## src/rtl/phase_pkg.sv

```systemverilog
package phase_pkg;
  localparam int unsigned PHASE_MOD  = 1000;
  localparam int unsigned RESULT_W   = 12;
  localparam logic [2:0]  PHASE_IPL  = 3'b101;
  localparam logic [7:0]  VEC_IDLE   = 8'h00;
endpackage

```

## src/rtl/phase_step_gen.sv

```systemverilog
module phase_step_gen #(
  parameter int unsigned STEP_DIV = 2
) (
  input  logic clk,
  input  logic rst_n,
  output logic step
);
  generate
    if (STEP_DIV <= 1) begin : g_every
      assign step = 1'b1;
    end else begin : g_div
      localparam int unsigned DW = $clog2(STEP_DIV);
      logic [DW-1:0] div_q;
      always_ff @(posedge clk or negedge rst_n) begin
        if (!rst_n)                          div_q <= '0;
        else if (div_q == DW'(STEP_DIV - 1)) div_q <= '0;
        else                                 div_q <= div_q + 1'b1;
      end
      assign step = (div_q == DW'(STEP_DIV - 1));
    end
  endgenerate
endmodule

```

## src/rtl/phase_cnt.sv

```systemverilog
module phase_cnt #(
  parameter int unsigned MOD = 1000,
  localparam int unsigned CW = $clog2(MOD)
) (
  input  logic          clk,
  input  logic          rst_n,
  input  logic          step,
  output logic [CW-1:0] count
);
  always_ff @(posedge clk or negedge rst_n) begin
    if (!rst_n)                           count <= '0;
    else if (step && count == CW'(MOD-1)) count <= '0;
    else if (step)                        count <= count + 1'b1;
  end

  AST_CNT_WRAP: assert property (@(posedge clk) disable iff (!rst_n)
    (step && count == CW'(MOD-1)) |=> (count == '0));
  AST_CNT_RANGE: assert property (@(posedge clk) disable iff (!rst_n)
    (count <= CW'(MOD-1)));
endmodule

```

## src/rtl/phase_result.sv

```systemverilog
module phase_result #(
  parameter int unsigned RES_W = 12,
  parameter int unsigned CW    = 10,
  localparam int unsigned HW   = RES_W - 8
) (
  input  logic             clk,
  input  logic             rst_n,
  input  logic             cap,
  input  logic [CW-1:0]    count,
  input  logic             rd_lo,
  output logic [RES_W-1:0] result,
  output logic [HW-1:0]    shadow,
  output logic             ovr
);
  logic fresh;

  always_ff @(posedge clk or negedge rst_n) begin
    if (!rst_n) begin
      result <= '0;
      shadow <= '0;
      fresh  <= 1'b0;
      ovr    <= 1'b0;
    end else begin
      if (cap)   result <= RES_W'(count);
      if (rd_lo) shadow <= result[RES_W-1:8];
      fresh <= cap | (fresh & ~rd_lo);
      ovr   <= (cap & fresh & ~rd_lo) | (ovr & ~rd_lo);
    end
  end

  AST_CAPT_LOAD: assert property (@(posedge clk) disable iff (!rst_n)
    cap |=> (result == RES_W'($past(count))));
  AST_SHADOW_HOLD: assert property (@(posedge clk) disable iff (!rst_n)
    !rd_lo |=> $stable(shadow));
  AST_OVR_SET: assert property (@(posedge clk) disable iff (!rst_n)
    (cap && fresh && !rd_lo) |=> ovr);
endmodule

```

## src/rtl/phase_irq.sv

```systemverilog
module phase_irq
  import phase_pkg::*;
#(
  parameter logic [7:0] VECTOR = 8'h55
) (
  input  logic       clk,
  input  logic       rst_n,
  input  logic       cap,
  input  logic       rd_lo,
  input  logic       iack,
  output logic       irq,
  output logic [2:0] ipl,
  output logic [7:0] vec
);
  always_ff @(posedge clk or negedge rst_n) begin
    if (!rst_n) irq <= 1'b0;
    else        irq <= cap | (irq & ~rd_lo & ~iack);
  end

  assign ipl = irq ? PHASE_IPL : 3'b000;
  assign vec = (irq && iack) ? VECTOR : VEC_IDLE;

  initial begin
    AST_VEC_LEGAL: assert (VECTOR == 8'h55 || VECTOR == 8'hAA || VECTOR == 8'hFF);
  end
  AST_IRQ_RAISE: assert property (@(posedge clk) disable iff (!rst_n)
    cap |=> irq);
  AST_IRQ_CLEAR: assert property (@(posedge clk) disable iff (!rst_n)
    ((iack || rd_lo) && !cap) |=> !irq);
endmodule

```

## src/rtl/phase_capture_irq.sv

```systemverilog
module phase_capture_irq
  import phase_pkg::*;
#(
  parameter int unsigned STEP_DIV = 2,
  parameter logic [7:0]  VECTOR   = 8'h55
) (
  input  logic       clk,
  input  logic       rst_n,
  input  logic       meas_edge,
  input  logic       rd_en,
  input  logic       rd_hi,
  output logic [7:0] rd_data,
  input  logic       iack,
  output logic       irq_req,
  output logic [2:0] irq_ipl,
  output logic [7:0] irq_vec,
  output logic       overrun
);
  localparam int unsigned CW = $clog2(PHASE_MOD);
  localparam int unsigned HW = RESULT_W - 8;

  logic                step;
  logic [CW-1:0]       count;
  logic [RESULT_W-1:0] result;
  logic [HW-1:0]       shadow;
  logic                rd_lo;

  assign rd_lo = rd_en & ~rd_hi;

  phase_step_gen #(.STEP_DIV(STEP_DIV)) u_step (
    .clk(clk), .rst_n(rst_n), .step(step));

  phase_cnt #(.MOD(PHASE_MOD)) u_cnt (
    .clk(clk), .rst_n(rst_n), .step(step), .count(count));

  phase_result #(.RES_W(RESULT_W), .CW(CW)) u_res (
    .clk(clk), .rst_n(rst_n), .cap(meas_edge), .count(count),
    .rd_lo(rd_lo), .result(result), .shadow(shadow), .ovr(overrun));

  phase_irq #(.VECTOR(VECTOR)) u_irq (
    .clk(clk), .rst_n(rst_n), .cap(meas_edge), .rd_lo(rd_lo),
    .iack(iack), .irq(irq_req), .ipl(irq_ipl), .vec(irq_vec));

  always_comb begin
    if (!rd_en)     rd_data = 8'h00;
    else if (rd_hi) rd_data = {{(8-HW){1'b0}}, shadow};
    else            rd_data = result[7:0];
  end

  AST_HI_ZERO: assert property (@(posedge clk) disable iff (!rst_n)
    (rd_en && rd_hi) |-> (rd_data[7:HW] == '0));
endmodule

```

## config.mk

```make
export PLATFORM = sky130hd
export DESIGN_NAME = phase_capture_irq
export DESIGN_NICKNAME = d
export VERILOG_FILES = /design/src/rtl/phase_pkg.sv /design/src/rtl/phase_step_gen.sv /design/src/rtl/phase_cnt.sv /design/src/rtl/phase_result.sv /design/src/rtl/phase_irq.sv /design/src/rtl/phase_capture_irq.sv
export SDC_FILE = /design/constraint.sdc
export NUM_CORES = 1
export LEC_CHECK = 0
export BUFFER_PORTS_ARGS = -buffer_cell sky130_fd_sc_hd__buf_4
export CAP_MARGIN = 5
export CORE_MARGIN = 5
export CORE_UTILIZATION = 57
export DETAILED_ROUTE_END_ITERATION = 7
export PLACE_DENSITY = 0.95
export SYNTH_ARGS = -nofsm -noshare
export SYNTH_HDL_FRONTEND = slang
export SYNTH_SLANG_ARGS = --single-unit
```

## constraint.sdc

```tcl
create_clock -name clk -period 2.6 [get_ports clk]
set_input_delay 0.39 -clock clk [delete_from_list [all_inputs] [get_ports clk]]
set_output_delay 0.39 -clock clk [all_outputs]
set_load 0.02 [all_outputs]
```

* Word level (Yosys, flattened, before mapping)
Cells that the tools add are included.
** Storage, ports and cells
- Register bits after elaboration :: 26
- Input port bits :: 6
- Output and inout bits :: 21
** Cells by class
- Add/sub/neg operators :: 2
- Equal/unequal tests :: 1
- Multiplexer cells :: 7
- Bitwise gates (word level) :: 13
- Reduce and logical (&&, ||, !) cells :: 3
** Operator list (count)
- two-way mux 10 bit :: 2
- two-way mux 8 bit :: 2
- adder 10 x 1 -> 10 bit (second input constant) :: 1
- equality test 10 bit (second input constant) :: 1
- AND 1 bit :: 7
- two-way mux 7 bit :: 1
- two-way mux 3 bit :: 1
- NOT 1 bit :: 3
- OR 1 bit :: 3
- logical AND 1 bit :: 2
- nonzero test 2 bit :: 1
- adder 1 bit (second input constant) :: 1
- two-way mux 1 bit :: 1

* Depth between registers and ports, before layout
- Depth in word-level cells :: 6
- Depth in mapped cells :: 5
- Depth with buffers taken out :: 5

* Cells and area by module
A second synthesis with hierarchy kept.
** Unflattened totals
- Cell total of the unflattened synthesis :: 127
- Area total of the unflattened synthesis :: 1426.4 µm²
** By module, submodules not included
- phase_result :: instances 1, cells each 36, area each 581.8 µm²
- phase_cnt :: instances 1, cells each 60, area each 575.6 µm²
- phase_irq :: instances 1, cells each 15, area each 125.1 µm²
- phase_capture_irq :: instances 1, cells each 14, area each 115.1 µm²
- phase_step_gen :: instances 1, cells each 2, area each 28.8 µm²

* Worst setup path before layout
No wires, ideal clock.
- Kind :: register -> register
- From :: register u_cnt.count[3]
- To :: register u_cnt.count[0]
- Arrival :: 1.341 ns
- Required time :: 2.475 ns
- Setup slack :: 1.135 ns
- Cell stages (with the launch flop) :: 6
- Buffers on the path :: 1
- Period minus slack after synthesis :: 1.465 ns
- Cell sequence :: dfrtp_1 -> buf_6 -> or2_4 -> nor4_4 -> nor2_2 -> mux2_2
** On the way
- Cells in the longest elaborated chain, start to end :: 3
- Elaborated cells between the ends (all ways) :: 4
- Those cells by class :: 1 x eq/ne; 1 x mux; 2 x reduce/logical
** Ends and longest elaborated chain
- from (decl) :: line phase_cnt.sv:8 : output logic [CW-1:0] count
- from (signal assigned) :: line phase_cnt.sv:13 : else if (step) count <= count + 1'b1;
- equality test 10 bit (*) :: line phase_cnt.sv:12 : else if (step && count == CW'(MOD-1)) count <= '0;
- logical AND 1 bit (*) :: line phase_cnt.sv:12
- two-way mux 10 bit or nonzero test 2 bit (tied branches)
Every way passes the cells marked *; elsewhere a longest branch is shown, timed or not.
A chain may end at the register's enable or synchronous reset.

* Worst setup path in the final report
- From :: register u_cnt.count[0]
- To :: register u_cnt.count[0]
** On the way
- Cells in the longest elaborated chain, start to end :: 3
- Elaborated cells between the ends (all ways) :: 6
- Those cells by class :: 1 x add/sub; 1 x eq/ne; 2 x mux; 2 x reduce/logical
** Ends and longest elaborated chain (line)
- adder 10 x 1 -> 10 bit or equality test 10 bit (tied branches) :: phase_cnt.sv:13, phase_cnt.sv:12
- two-way mux 10 bit or logical AND 1 bit (tied branches) :: phase_cnt.sv:13, phase_cnt.sv:12
- two-way mux 10 bit or nonzero test 2 bit (tied branches)
Parallel ways exist; a longest one is shown, timed or not. The select of a mux whose other input is x is not followed.

==> results.md <==
* Warnings, synthesis at 0
* # fillers at roughly 170
* NetSw at between 150 and 200 uW
* Io pins at 27
* TritonCTS Buffers at 3
* Pwr per Cell Area at roughly 530 nW/um^2
* Sw Ratio at 22.2%
* Internal Power at between 600 and 700 uW
* Clock transition at the registers of the reported paths at 0.14 ns
* Global-route wire length before repair at about 3.8 mm
* Post-route clock period utilization at between 60% and 70%
* Worst Setup Start Kind: register
* Area Growth Syn to Fin at 14.0%
* Post-layout min period at approximately 1.6 ns
* CTS tree: done
* Overflow after GRT at 0
* Largest net degree at the start of global routing at 27
* Nets at ~140
* WS Path Type: register to register
* Flop pwr share at approximately 54%
* Seq cells post-synth at 26
* PortBufs at 21
* Arrival @ worst endpoint at 1.83 ns
* Die height at approximately 57 microns
* Layout cell share with drive strength beyond 1 at between 30% and 40%
* Comb pwr share at 10.5%
* CP max stage delay at roughly 0.45 ns
* Vias in the first global route at around 900
* Commonest non-fill, non-tap cells in the layout: dfrtp_1 (26), buf_4 (22), mux2_2 (13)
* Total core area at 2170 sq um
* Hold Path Class: primary input to register
* Max Slew Vio Count at 0
* Cell Rows at 17
* Placed wire-length estimate at approximately 1.8 mm
* Most common cell after layout, fill and taps aside: dfrtp_1
* Final Wtd Congestion at 0.820
* DRT Pass-1 Iters at 4
* Status: finished clean
* Power Total at between 700 and 800 uW
* Via/cell ratio at between 5 and 6
* Root Buffer: clkbuf_4
* Max Root-Sink Buffers at 2
* Sink Count at 26
* GR Util All Layers at ~15%
* Slowest-stage cell, CP: dfrtp_1
* Setup Viol. Count Final at 0
* Diode count at 0
* Syn Area/Cell at 11.2 sq um
* Worst-Skew Late Latency at around 0.32 ns
* Final std cells w/o fill at approximately 160
* Post-Layout Inst Area at about 1500 sq um
* Final hold violations at 0
* Peak Freq at 620 MHz
* Synth unique cells at 33
* Cell area after placement at 1400 sq um
* Hold Crit Depth at 3
* Horiz. Die Dim at roughly 57 microns
* Clock Skews at approximately 0.0014 ns
* Synth Instances at 114
* Clock group share of total power at between 30% and 40%
* DRT Wirelength at 2.29 mm
* Drt wl/cell at 14.4 microns
* Initial DRC Count at 18
* Synthesized cell area at 1280 sq um
* Finished Core Util at approximately two thirds
* Initial antenna violation count at 0
* Req. time, crit path at roughly 2.8 ns
* R2R depth at 5
* Post-placement cell count at approximately 150
* DRC at 0
* RSZ-0062 raised after global routing: false
* Setup crit end kind: register
* Seq/Total Area, Yosys at between 50% and 60%
* CP Max Fanout at 6
* Die ar. at around 3300 sq um
* Crit-path cells: ha_1 > nand2_1 > nor4_4 > nor2_2 > mux2_2
* Detail Route Antenna Nets at 0
* Starting Density at ~59%
* Vias at ~860
* Max H-tree Level at 1
* Peak supply drop at between 0.3 and 0.4 mV
* Total leakage power at roughly 0.73 nW
* Setup TNS at 0 ns
* Max cap viols at 0
-- kinds of logic after synthesis --
group / Yosys count / share of synthesized area [%]
AOI/OAI and AO/OA: 9 / 4.39
xor gates and xnor gates: 5 / 3.42
adders and majority gates: 1 / 0.975
buffers and inverters: 16 / 8.29
DFF: 26 / 50.7
muxes: 16 / 13.8
other: 1 / 0.292
and+or+nand+nor: 40 / 18.1
-- power by group through the flow --
| stage | registers (mW) | clock network (mW) | logic (mW) |
|---|---|---|---|
| global placement | 0.424 | 0 | 0.0798 |
| CTS | 0.416 | 0.279 | 0.0828 |
| finish | 0.416 | 0.275 | 0.0812 |
| global route | 0.417 | 0.298 | 0.0885 |
| detailed placement | 0.424 | 0 | 0.0815 |
| floorplan | 0.427 | 0 | 0.0517 |
-- sequential cells by signal, summed over array words and instances (netlist names) --
register	count
u_cnt.count	10
u_res.result	10
u_irq.irq	1
u_res.fresh	1
u_res.ovr	1
u_step.step	1
u_res.shadow	2
-- synthesized netlist by cell type --
cell,count,area [sq um]
nand3_1,2,10.0
a21o_1,1,7.51
or2_4,1,8.76
nand2_1,8,30.0
inv_1,2,7.51
nor3_1,2,10.0
and3b_1,1,8.76
and2_1,7,43.8
nand4_1,3,18.8
nor2b_1,3,18.8
xnor2_1,3,26.3
dfrtp_1,26,651
o2bb2ai_1,1,8.76
clkbuf_1,1,3.75
conb_1,1,3.75
ha_1,1,12.5
buf_2,1,5.00
buf_4,10,75.1
o21ai_0,2,10.0
nor2_1,6,22.5
or3_1,1,6.26
buf_1,1,3.75
o21bai_1,2,15.0
nor2_2,1,6.26
mux2i_1,3,30.0
nor4_4,1,21.3
and3_1,2,12.5
mux2_2,13,146
a21oi_1,3,15.0
buf_6,1,11.3
nand4b_1,1,8.76
xor2_1,2,17.5
nand2b_1,1,6.26
-- metal layers --
layer  vias to the layer above  share of wire (%)  GRT usage (%)  wire length (microns)
met5                         -                  0              0                      0
met4                         0                3.8           8.94                     87
met3                        10                6.4           3.17                    147
met2                        29                 49           25.0                   1130
met1                       407                 41           17.2                    930
li1                        410                  -              -                      -
-- final cells by class --
type                    instances  area, sq um  area share, %
flip-flops and latches         26          651           44.5
multi-input cells              76          541           37.0
repair buffers                 23          175           12.0
well taps                      28         35.0           2.40
clock inverters                 1         30.0           2.05
clock buffers                   3         22.5           1.54
inverters                       2         7.51          0.514
-- what timing repair did --
action,in CTS,in global routing
resized for setup,0,0
endpoints found under the setup margin,0,0
hold buffers,1,0
buffers inserted,0,0
hold endpoints to repair,26,0
-- through the flow --
stage	setup WS, ns	hold WS (ns)
after floorplan	1.13	0.0944
after global placement	1.09	0.304
after CTS	0.976	0.311
after global routing	0.906	0.294
after detailed placement	0.994	0.312
final	0.986	0.318
-- worst max-delay path, delay by kind of cell (launching register included) --
kind | cells | cell delay [ns]
AND/OR/NAND/NOR | 3 | 0.57
adder cells (fa/ha/maj) | 1 | 0.22
flip-flops | 1 | 0.45
multiplexers | 1 | 0.27
-- worst paths after layout --
kind                                  from               to  slack [ns]
max                         u_cnt.count[0]   u_cnt.count[0]        0.99
min in group asynchronous            rst_n  u_res.result[2]        0.49
max reg2reg                 u_cnt.count[0]   u_cnt.count[0]        0.99
max in group asynchronous            rst_n  u_res.shadow[1]        1.88
min                                   iack        u_irq.irq        0.32
min reg2reg                u_res.result[5]  u_res.result[5]        0.52
Power figures use the tool's default switching activity.
